File: config.mk
export PLATFORM = sky130hd
export DESIGN_NAME = ext_bus_ctrl
export DESIGN_NICKNAME = d
export VERILOG_FILES = /design/src/rtl/ebc_pkg.sv /design/src/rtl/ebc_cfg_regs.sv /design/src/rtl/ebc_area_dec.sv /design/src/rtl/ebc_seq.sv /design/src/rtl/ext_bus_ctrl.sv
export SDC_FILE = /design/constraint.sdc
export NUM_CORES = 1
export LEC_CHECK = 0
export ABC_AREA = 1
export BUFFER_PORTS_ARGS = -buffer_cell sky130_fd_sc_hd__buf_2
export CAP_MARGIN = 10
export CORE_MARGIN = 3
export CORE_UTILIZATION = 45
export CTS_CLUSTER_SIZE = 12
export DETAILED_ROUTE_END_ITERATION = 10
export PLACE_DENSITY_LB_ADDON = 0.1
export REMOVE_ABC_BUFFERS = 1
export SYNTH_ARGS = -nofsm -noshare
export SYNTH_HDL_FRONTEND = slang
export SYNTH_SLANG_ARGS = --single-unit
export TNS_END_PERCENT = 20
File: constraint.sdc
create_clock -name clk -period 3.45 [get_ports clk]
set_input_delay 0.345 -clock clk [delete_from_list [all_inputs] [get_ports clk]]
set_output_delay 0.345 -clock clk [all_outputs]
set_load 0.02 [all_outputs]
File: src/rtl/ebc_pkg.sv
package ebc_pkg;
  localparam int CFG_W = 9;

  typedef struct packed {
    logic       rd_late;
    logic       ext_post;
    logic       ext_pre;
    logic       wait_en;
    logic       three;
    logic       wide;
    logic [2:0] waits;
  } area_cfg_t;

  typedef enum logic [2:0] {
    S_IDLE, S_PRE, S_T1, S_T2, S_TW, S_T3, S_POST, S_ACK
  } bus_st_t;

  // Which byte lanes a cycle touches: [1] upper (even), [0] lower (odd)
  function automatic logic [1:0] lane_mask(logic wide, logic word, logic a0);
    if (!wide)      return 2'b01;
    else if (word)  return 2'b11;
    else            return a0 ? 2'b01 : 2'b10;
  endfunction

  // Start state of a byte cycle
  function automatic bus_st_t first_state(area_cfg_t c);
    return c.ext_pre ? S_PRE : S_T1;
  endfunction
endpackage

File: src/rtl/ebc_cfg_regs.sv
module ebc_cfg_regs
  import ebc_pkg::*;
#(
  parameter int N_AREAS = 8,
  localparam int AREA_W = $clog2(N_AREAS)
) (
  input  logic              clk,
  input  logic              rst_n,
  input  logic              we,
  input  logic [AREA_W-1:0] idx,
  input  logic [CFG_W-1:0]  wdata,
  input  logic [AREA_W-1:0] sel,
  output area_cfg_t         sel_cfg
);
  area_cfg_t bank [N_AREAS];

  for (genvar g = 0; g < N_AREAS; g++) begin : g_area
    always_ff @(posedge clk or negedge rst_n) begin
      if (!rst_n)                          bank[g] <= '0;
      else if (we && idx == AREA_W'(g))    bank[g] <= area_cfg_t'(wdata);
    end
  end

  assign sel_cfg = bank[sel];
endmodule

File: src/rtl/ebc_area_dec.sv
module ebc_area_dec #(
  parameter int N_AREAS = 8,
  localparam int AREA_W = $clog2(N_AREAS)
) (
  input  logic               clk,
  input  logic               rst_n,
  input  logic               active,
  input  logic [AREA_W-1:0]  area,
  output logic [N_AREAS-1:0] cs_n
);
  for (genvar g = 0; g < N_AREAS; g++) begin : g_cs
    assign cs_n[g] = !(active && area == AREA_W'(g));
  end

  // never more than one area selected
  a_r1_cs_onehot: assert property (@(posedge clk) disable iff (!rst_n)
    $onehot0(~cs_n));
  // chip selects idle high while no access runs
  a_r1_cs_idle: assert property (@(posedge clk) disable iff (!rst_n)
    !active |-> (&cs_n));
endmodule

File: src/rtl/ebc_seq.sv
module ebc_seq
  import ebc_pkg::*;
#(
  parameter int ADDR_W = 24
) (
  input  logic              clk,
  input  logic              rst_n,
  input  logic              req,
  input  logic [ADDR_W-1:0] req_addr,
  input  logic              req_we,
  input  logic              req_word,
  input  logic [15:0]       req_wdata,
  input  area_cfg_t         req_cfg,
  input  logic              ext_wait,
  input  logic [15:0]       bus_din,
  output logic              ack,
  output logic [15:0]       rdata,
  output logic [ADDR_W-1:0] bus_addr,
  output logic [15:0]       bus_dout,
  output logic              bus_oe,
  output logic              rd_n,
  output logic              wrh_n,
  output logic              wrl_n,
  output logic              cs_act
);
  bus_st_t           st_q, st_d;
  area_cfg_t         cfg_q;
  logic [ADDR_W-1:0] addr_q;
  logic              we_q, word_q, ph_q;
  logic [15:0]       wd_q, rd_q;
  logic [2:0]        left_q;
  logic              wait_s, rd_hold;

  // Named internal events
  logic start, fin_st, in_wait_slot, prog_wait, pin_wait, more_ph, leave_ph;
  logic rd_act, wr_act;
  logic [1:0] lanes;
  logic [7:0] wr_byte;
  bus_st_t    next_ph;

  assign start        = (st_q == S_IDLE) && req;
  assign fin_st       = (st_q == S_T3) || (st_q == S_T2 && !cfg_q.three);
  assign in_wait_slot = (st_q == S_T2 || st_q == S_TW) && cfg_q.three;
  assign prog_wait    = in_wait_slot && (left_q != 3'd0);
  assign pin_wait     = in_wait_slot && (left_q == 3'd0) && cfg_q.wait_en && wait_s;
  assign more_ph      = word_q && !cfg_q.wide && !ph_q;
  assign leave_ph     = (fin_st && !cfg_q.ext_post) || (st_q == S_POST);
  assign next_ph      = more_ph ? first_state(cfg_q) : S_ACK;

  always_comb begin
    st_d = st_q;
    unique case (st_q)
      S_IDLE: if (req) st_d = first_state(req_cfg);
      S_PRE:  st_d = S_T1;
      S_T1:   st_d = S_T2;
      S_T2, S_TW, S_T3: begin
        if (prog_wait || pin_wait) st_d = S_TW;
        else if (in_wait_slot)     st_d = S_T3;
        else                       st_d = cfg_q.ext_post ? S_POST : next_ph;
      end
      S_POST: st_d = next_ph;
      S_ACK:  st_d = S_IDLE;
      default: st_d = S_IDLE;
    endcase
  end

  always_ff @(posedge clk or negedge rst_n) begin
    if (!rst_n) begin
      st_q <= S_IDLE; cfg_q <= '0; addr_q <= '0; we_q <= 1'b0;
      word_q <= 1'b0; ph_q <= 1'b0; wd_q <= '0; rd_q <= '0; left_q <= '0;
    end else begin
      st_q <= st_d;
      if (start) begin
        cfg_q <= req_cfg; addr_q <= req_addr; we_q <= req_we;
        word_q <= req_word; wd_q <= req_wdata; ph_q <= 1'b0; rd_q <= '0;
      end
      if (st_q == S_T1)   left_q <= cfg_q.waits;
      else if (prog_wait) left_q <= left_q - 3'd1;
      if (leave_ph && more_ph) ph_q <= 1'b1;
      if (fin_st && !we_q) begin
        if (cfg_q.wide)  rd_q <= word_q ? bus_din
                                        : {8'h00, addr_q[0] ? bus_din[7:0] : bus_din[15:8]};
        else if (!word_q) rd_q[7:0]  <= bus_din[7:0];
        else if (!ph_q)   rd_q[15:8] <= bus_din[7:0];
        else              rd_q[7:0]  <= bus_din[7:0];
      end
    end
  end

  // Falling-edge samplers: wait input and late read-strobe hold
  always_ff @(negedge clk or negedge rst_n) begin
    if (!rst_n) begin
      wait_s  <= 1'b0;
      rd_hold <= 1'b0;
    end else begin
      wait_s  <= ext_wait;
      rd_hold <= rd_act && cfg_q.rd_late;
    end
  end

  assign rd_act  = !we_q && (st_q inside {S_T1, S_T2, S_TW, S_T3});
  assign wr_act  =  we_q && (st_q inside {S_T2, S_TW, S_T3});
  assign lanes   = lane_mask(cfg_q.wide, word_q, addr_q[0]);
  assign wr_byte = (word_q && ph_q) ? wd_q[7:0] : (word_q ? wd_q[15:8] : wd_q[7:0]);

  assign cs_act   = (st_q != S_IDLE) && (st_q != S_ACK);
  assign ack      = (st_q == S_ACK);
  assign rdata    = rd_q;
  assign rd_n     = !(rd_act || rd_hold);
  assign wrh_n    = !(wr_act && lanes[1]);
  assign wrl_n    = !(wr_act && lanes[0]);
  assign bus_oe   = we_q && cs_act;
  assign bus_dout = (word_q && cfg_q.wide) ? wd_q : {wr_byte, wr_byte};
  assign bus_addr = !word_q    ? addr_q
                  : cfg_q.wide ? {addr_q[ADDR_W-1:1], 1'b0}
                               : {addr_q[ADDR_W-1:1], ph_q};

  // acknowledge lasts a single cycle
  a_r10_ack_pulse: assert property (@(posedge clk) disable iff (!rst_n)
    ack |=> !ack);
  // a 2-state final state is never followed by wait or third state
  a_r3_two_state_short: assert property (@(posedge clk) disable iff (!rst_n)
    (st_q == S_T2 && !cfg_q.three) |=> !(st_q inside {S_TW, S_T3}));
  // the third state is reached only once no wait reason remains
  a_r5_wait_release: assert property (@(posedge clk) disable iff (!rst_n)
    (st_q == S_T3 && $past(st_q) != S_T3)
      |-> ($past(left_q) == 3'd0 && !($past(cfg_q.wait_en) && $past(wait_s))));
  // an 8-bit area never strobes the upper lane
  a_r8_narrow_lane: assert property (@(posedge clk) disable iff (!rst_n)
    (cs_act && !cfg_q.wide) |-> wrh_n);
  // write strobes only inside a selected access, never with read
  a_r7_wr_in_cs: assert property (@(posedge clk) disable iff (!rst_n)
    (!wrh_n || !wrl_n) |-> (cs_act && rd_n));
  // lead and trail extension cycles keep strobes inactive
  a_r6_ext_quiet: assert property (@(posedge clk) disable iff (!rst_n)
    (st_q == S_PRE || st_q == S_POST) |-> (wrh_n && wrl_n && cs_act));
endmodule

File: src/rtl/ext_bus_ctrl.sv
module ext_bus_ctrl
  import ebc_pkg::*;
#(
  parameter int ADDR_W  = 24,
  parameter int N_AREAS = 8,
  localparam int AREA_W = $clog2(N_AREAS)
) (
  input  logic               clk,
  input  logic               rst_n,
  input  logic               cfg_we,
  input  logic [AREA_W-1:0]  cfg_idx,
  input  logic [CFG_W-1:0]   cfg_wdata,
  input  logic               req,
  input  logic [ADDR_W-1:0]  req_addr,
  input  logic               req_we,
  input  logic               req_word,
  input  logic [15:0]        req_wdata,
  output logic               ack,
  output logic [15:0]        rdata,
  input  logic               ext_wait,
  output logic [ADDR_W-1:0]  bus_addr,
  output logic [15:0]        bus_dout,
  output logic               bus_oe,
  input  logic [15:0]        bus_din,
  output logic [N_AREAS-1:0] cs_n,
  output logic               rd_n,
  output logic               wrh_n,
  output logic               wrl_n
);
  area_cfg_t req_cfg;
  logic      cs_act;

  ebc_cfg_regs #(.N_AREAS(N_AREAS)) u_regs (
    .clk(clk), .rst_n(rst_n), .we(cfg_we), .idx(cfg_idx), .wdata(cfg_wdata),
    .sel(req_addr[ADDR_W-1 -: AREA_W]), .sel_cfg(req_cfg)
  );

  ebc_seq #(.ADDR_W(ADDR_W)) u_seq (
    .clk(clk), .rst_n(rst_n), .req(req), .req_addr(req_addr), .req_we(req_we),
    .req_word(req_word), .req_wdata(req_wdata), .req_cfg(req_cfg),
    .ext_wait(ext_wait), .bus_din(bus_din), .ack(ack), .rdata(rdata),
    .bus_addr(bus_addr), .bus_dout(bus_dout), .bus_oe(bus_oe), .rd_n(rd_n),
    .wrh_n(wrh_n), .wrl_n(wrl_n), .cs_act(cs_act)
  );

  ebc_area_dec #(.N_AREAS(N_AREAS)) u_dec (
    .clk(clk), .rst_n(rst_n), .active(cs_act),
    .area(bus_addr[ADDR_W-1 -: AREA_W]), .cs_n(cs_n)
  );
endmodule

==> results by group <==
Place
  – Count of input and output buffers: 143
  – Final RePlAce weighted congestion: approximately 0.81
  – HPWL after DPL: between 10 and 15 mm
  – Post-place instance area: about 7600 um2
  – Pre-CTS setup slack: ~0.61 ns

Pwr
  – Proportion of power drawn by combinational gates: between 30% and 40%
  – Fraction of power consumed by sequential logic: between 30% and 40%
  – Peak supply drop: around 0.38 mV
  – Sw power: 2910 uW
  – Power density of the placed cells: roughly 900 nW/um2
  – Clock Power Share: 27.2%
  – Leak: 0.00421 uW
  – Sw frac: about two fifths
  – Int Pwr: roughly 4500 uW
  – Power after layout: between 7000 and 8000 uW

Finish
  – Area taken by multi-input logic gates: about 2700 um2
  – Net total in the final layout: between 1000 and 1500
  – Leading cell types in the layout, fill and taps excluded: 235 x sky130_fd_sc_hd__nand2_1, 149 x sky130_fd_sc_hd__o21ai_0, 146 x sky130_fd_sc_hd__dfrtp_1
  – Final Instance Area: 8310 um2
  – Number of antenna cells inserted: 0
  – Register cell area after layout: 3700 um2
  – Fraction of layout cells with a size suffix above 1: 21.5%
  – Layout fillers: about 1400
  – Area overhead of the layout relative to synthesis: 18.6%
  – Commonest non-fill, non-tap cell in the layout: sky130_fd_sc_hd__nand2_1

Floorplanning
  – Total number of placement rows: 44
  – Boundary Pins: between 100 and 150
  – Vertical extent of the die: approximately 130 um
  – Total die area: about 17000 um2
  – Die width: 131 um
  – Core area: approximately 15000 um2
  – Starting Density: around 47%

Clock network
  – Num CTS Buffers: 17
  – CTS H-tree depth: 4
  – Clock slew at the register clock pins of the worst setup and hold paths: 0.06 ns
  – Source-to-sink clock delay at the later pin of the worst-skew pair: 0.42 ns
  – Clock Sink Count: between 100 and 150
  – CTS tree: done
  – Post-cts repair resize count: 0
  – Clock buffer depth: 2
  – Cell at the root of the clock tree: sky130_fd_sc_hd__clkbuf_16

Synthesis
  – Netlist area before placement: 7010 um2
  – Post-synthesis sequential area ratio: between 50% and 60%
  – Post-synthesis area per instance: a little over 8 um2
  – Total number of yosys warnings: 0
  – Number of standard cells after synthesis: between 800 and 900
  – Number of different library cells in the post-synthesis netlist: 35
  – Register bit count reported by yosys: 148

Drt
  – Via Count: approximately 6000
  – Starting DRC count in detailed routing: about 450
  – Iteration count of the initial detailed-routing pass: 5
  – Detailed-route DRC error count: 0
  – Post-DR vias/cell: around 5.2
  – Routed WL: 17.4 mm
  – Wire length per cell after detailed routing: 15.1 um
  – Post-detailed-route count of antenna-violating nets: 0

Global route
  – Via count of the first global-routing pass: roughly 5500
  – Global-route wire length before repair: between 20 and 30 mm
  – Total global routing track utilization: around 21%
  – Busiest layer in global routing: met2
  – Maximum number of pins on one net before global-route repair: 63
  – Number of antenna violations at the first check in global routing: 0
  – M3 GR Usage: between 4 and 5%
  – Total grt overflow: 0
  – Met2 Resource Use GR: about a third
  – Met1 layer usage reported by global route: between 20% and 30%

Timing
  – Final count of hold timing violations: 0
  – Clk_skew: 0.0238 ns
  – Worst Slack Setup Final: 0.359 ns
  – Unrepaired setup endpoints after global routing: no
  – Number of max-slew violations in the final report: 0
  – Post-route setup TNS: 0 ns
  – Final setup violation count: 0
  – Transition time at the pin with the least slew margin: 0.789 ns
  – Relative max-transition margin: approximately 47%

Run status
  – Outcome: finished, final reports clean

Critical path
  – CP required: 3.11 ns
  – CP Capture Type: output pin
  – Critical path class: flop to output pin
  – Type of element launching the critical path: flop
  – Arrival time reported for the critical path endpoint: about 2.8 ns
  – Maximum net fanout on the critical path: 1

Min path
  – Path category of the worst min-delay check: input port to flop

Job
  – Count of maximum capacitance violations: 0
state kept, by name (all words and copies together) (netlist names):
signal	flops
u_regs.bank	72
u_seq.addr_q	24
u_seq.rdata	16
u_seq.wd_q	16
u_seq.cfg_q	9
u_seq.left_q	3
u_seq.st_q	3
u_seq.ph_q	1
u_seq.rd_hold	1
u_seq.wait_s	1
u_seq.we_q	1
u_seq.word_q	1
worst paths after layout:
path | end | cells past startpoint | slack, ns | startpoint
setup / recovery | rd_n | 2 | 0.36 | u_seq.rd_hold
hold reg to reg | u_seq.addr_q[5] | 2 | 0.47 | u_seq.addr_q[5]
max in group asynchronous | u_seq.wait_s | 2 | 1.15 | rst_n
setup reg to reg | u_seq.rd_hold | 3 | 0.58 | u_seq.st_q[1]
min in group asynchronous | u_seq.rdata[11] | 2 | 0.38 | rst_n
hold / removal | u_seq.addr_q[11] | 3 | 0.12 | req_addr[11]
logic make-up after synthesis:
family,Yosys count,synth area share (%)
compound gates,214,16.5
xor+xnor,1,0.125
fa+ha+maj,3,0.535
buf+inv,134,9.19
flops,148,52.8
mux,7,1.12
simple gates,337,19.7
Yosys cell counts, drive strengths merged:
cell | number | area (um2)
a31oi | 1 | 6.26
dfrtn | 2 | 50.1
mux2 | 7 | 78.8
o21ai | 154 | 786
dfrtp | 146 | 3650
a21oi | 20 | 100
nand3 | 37 | 190
nor2 | 52 | 208
clkinv | 1 | 3.75
xnor2 | 1 | 8.76
and3 | 1 | 6.26
nor3 | 4 | 31.3
nand2 | 243 | 942
o211ai | 10 | 75.1
ha | 3 | 37.5
a22oi | 9 | 67.6
buf | 45 | 307
inv | 75 | 284
clkbuf | 13 | 50.0
o22ai | 20 | 125
power by group through the flow:
stage               Sequential, uW  Clock (uW)  Combinational [uW]
floorplan                     2850           0                1650
CTS                           2610        2070                2840
global placement              2630           0                2800
detailed placement            2640           0                2830
global route                  2690        2150                3170
finish                        2620        2030                2810
per-stage QoR:
step	util, %	hold slack, ns	std cells
after floorplan	-	0.0494	786
after global placement	51.4	0.258	1118
after detailed placement	51.4	0.255	1118
after CTS	55.9	0.104	1151
after global routing	55.9	0.109	1151
final	55.9	0.117	1151
area by class of cell:
cell class,instances,area share (%)
clock buffer,19,5.45
clock inverter,13,2.47
inverter,76,3.46
multi-input combinational,562,32.0
sequential,148,44.6
tap,184,2.77
timing repair buffer,149,9.26
worst max-delay path: stages, from the launching register on:
cell and delay (ns):
sky130_fd_sc_hd__dfrtn_1 0.33, sky130_fd_sc_hd__a21oi_1 0.12, sky130_fd_sc_hd__buf_2 0.18
layer usage:
| metal | vias to the layer above | wire, um |
|---|---|---|
| met5 | - | 0 |
| met4 | 0 | 181 |
| met1 | 2811 | 8170 |
| li1 | 2955 | - |
| met2 | 154 | 8060 |
| met3 | 17 | 954 |
what timing repair did:
action	CTS	global route
buffers inserted	0	0
hold endpoints to repair	32	0
hold buffers	1	0
Note: power is estimated with default switching activity, not from simulation.
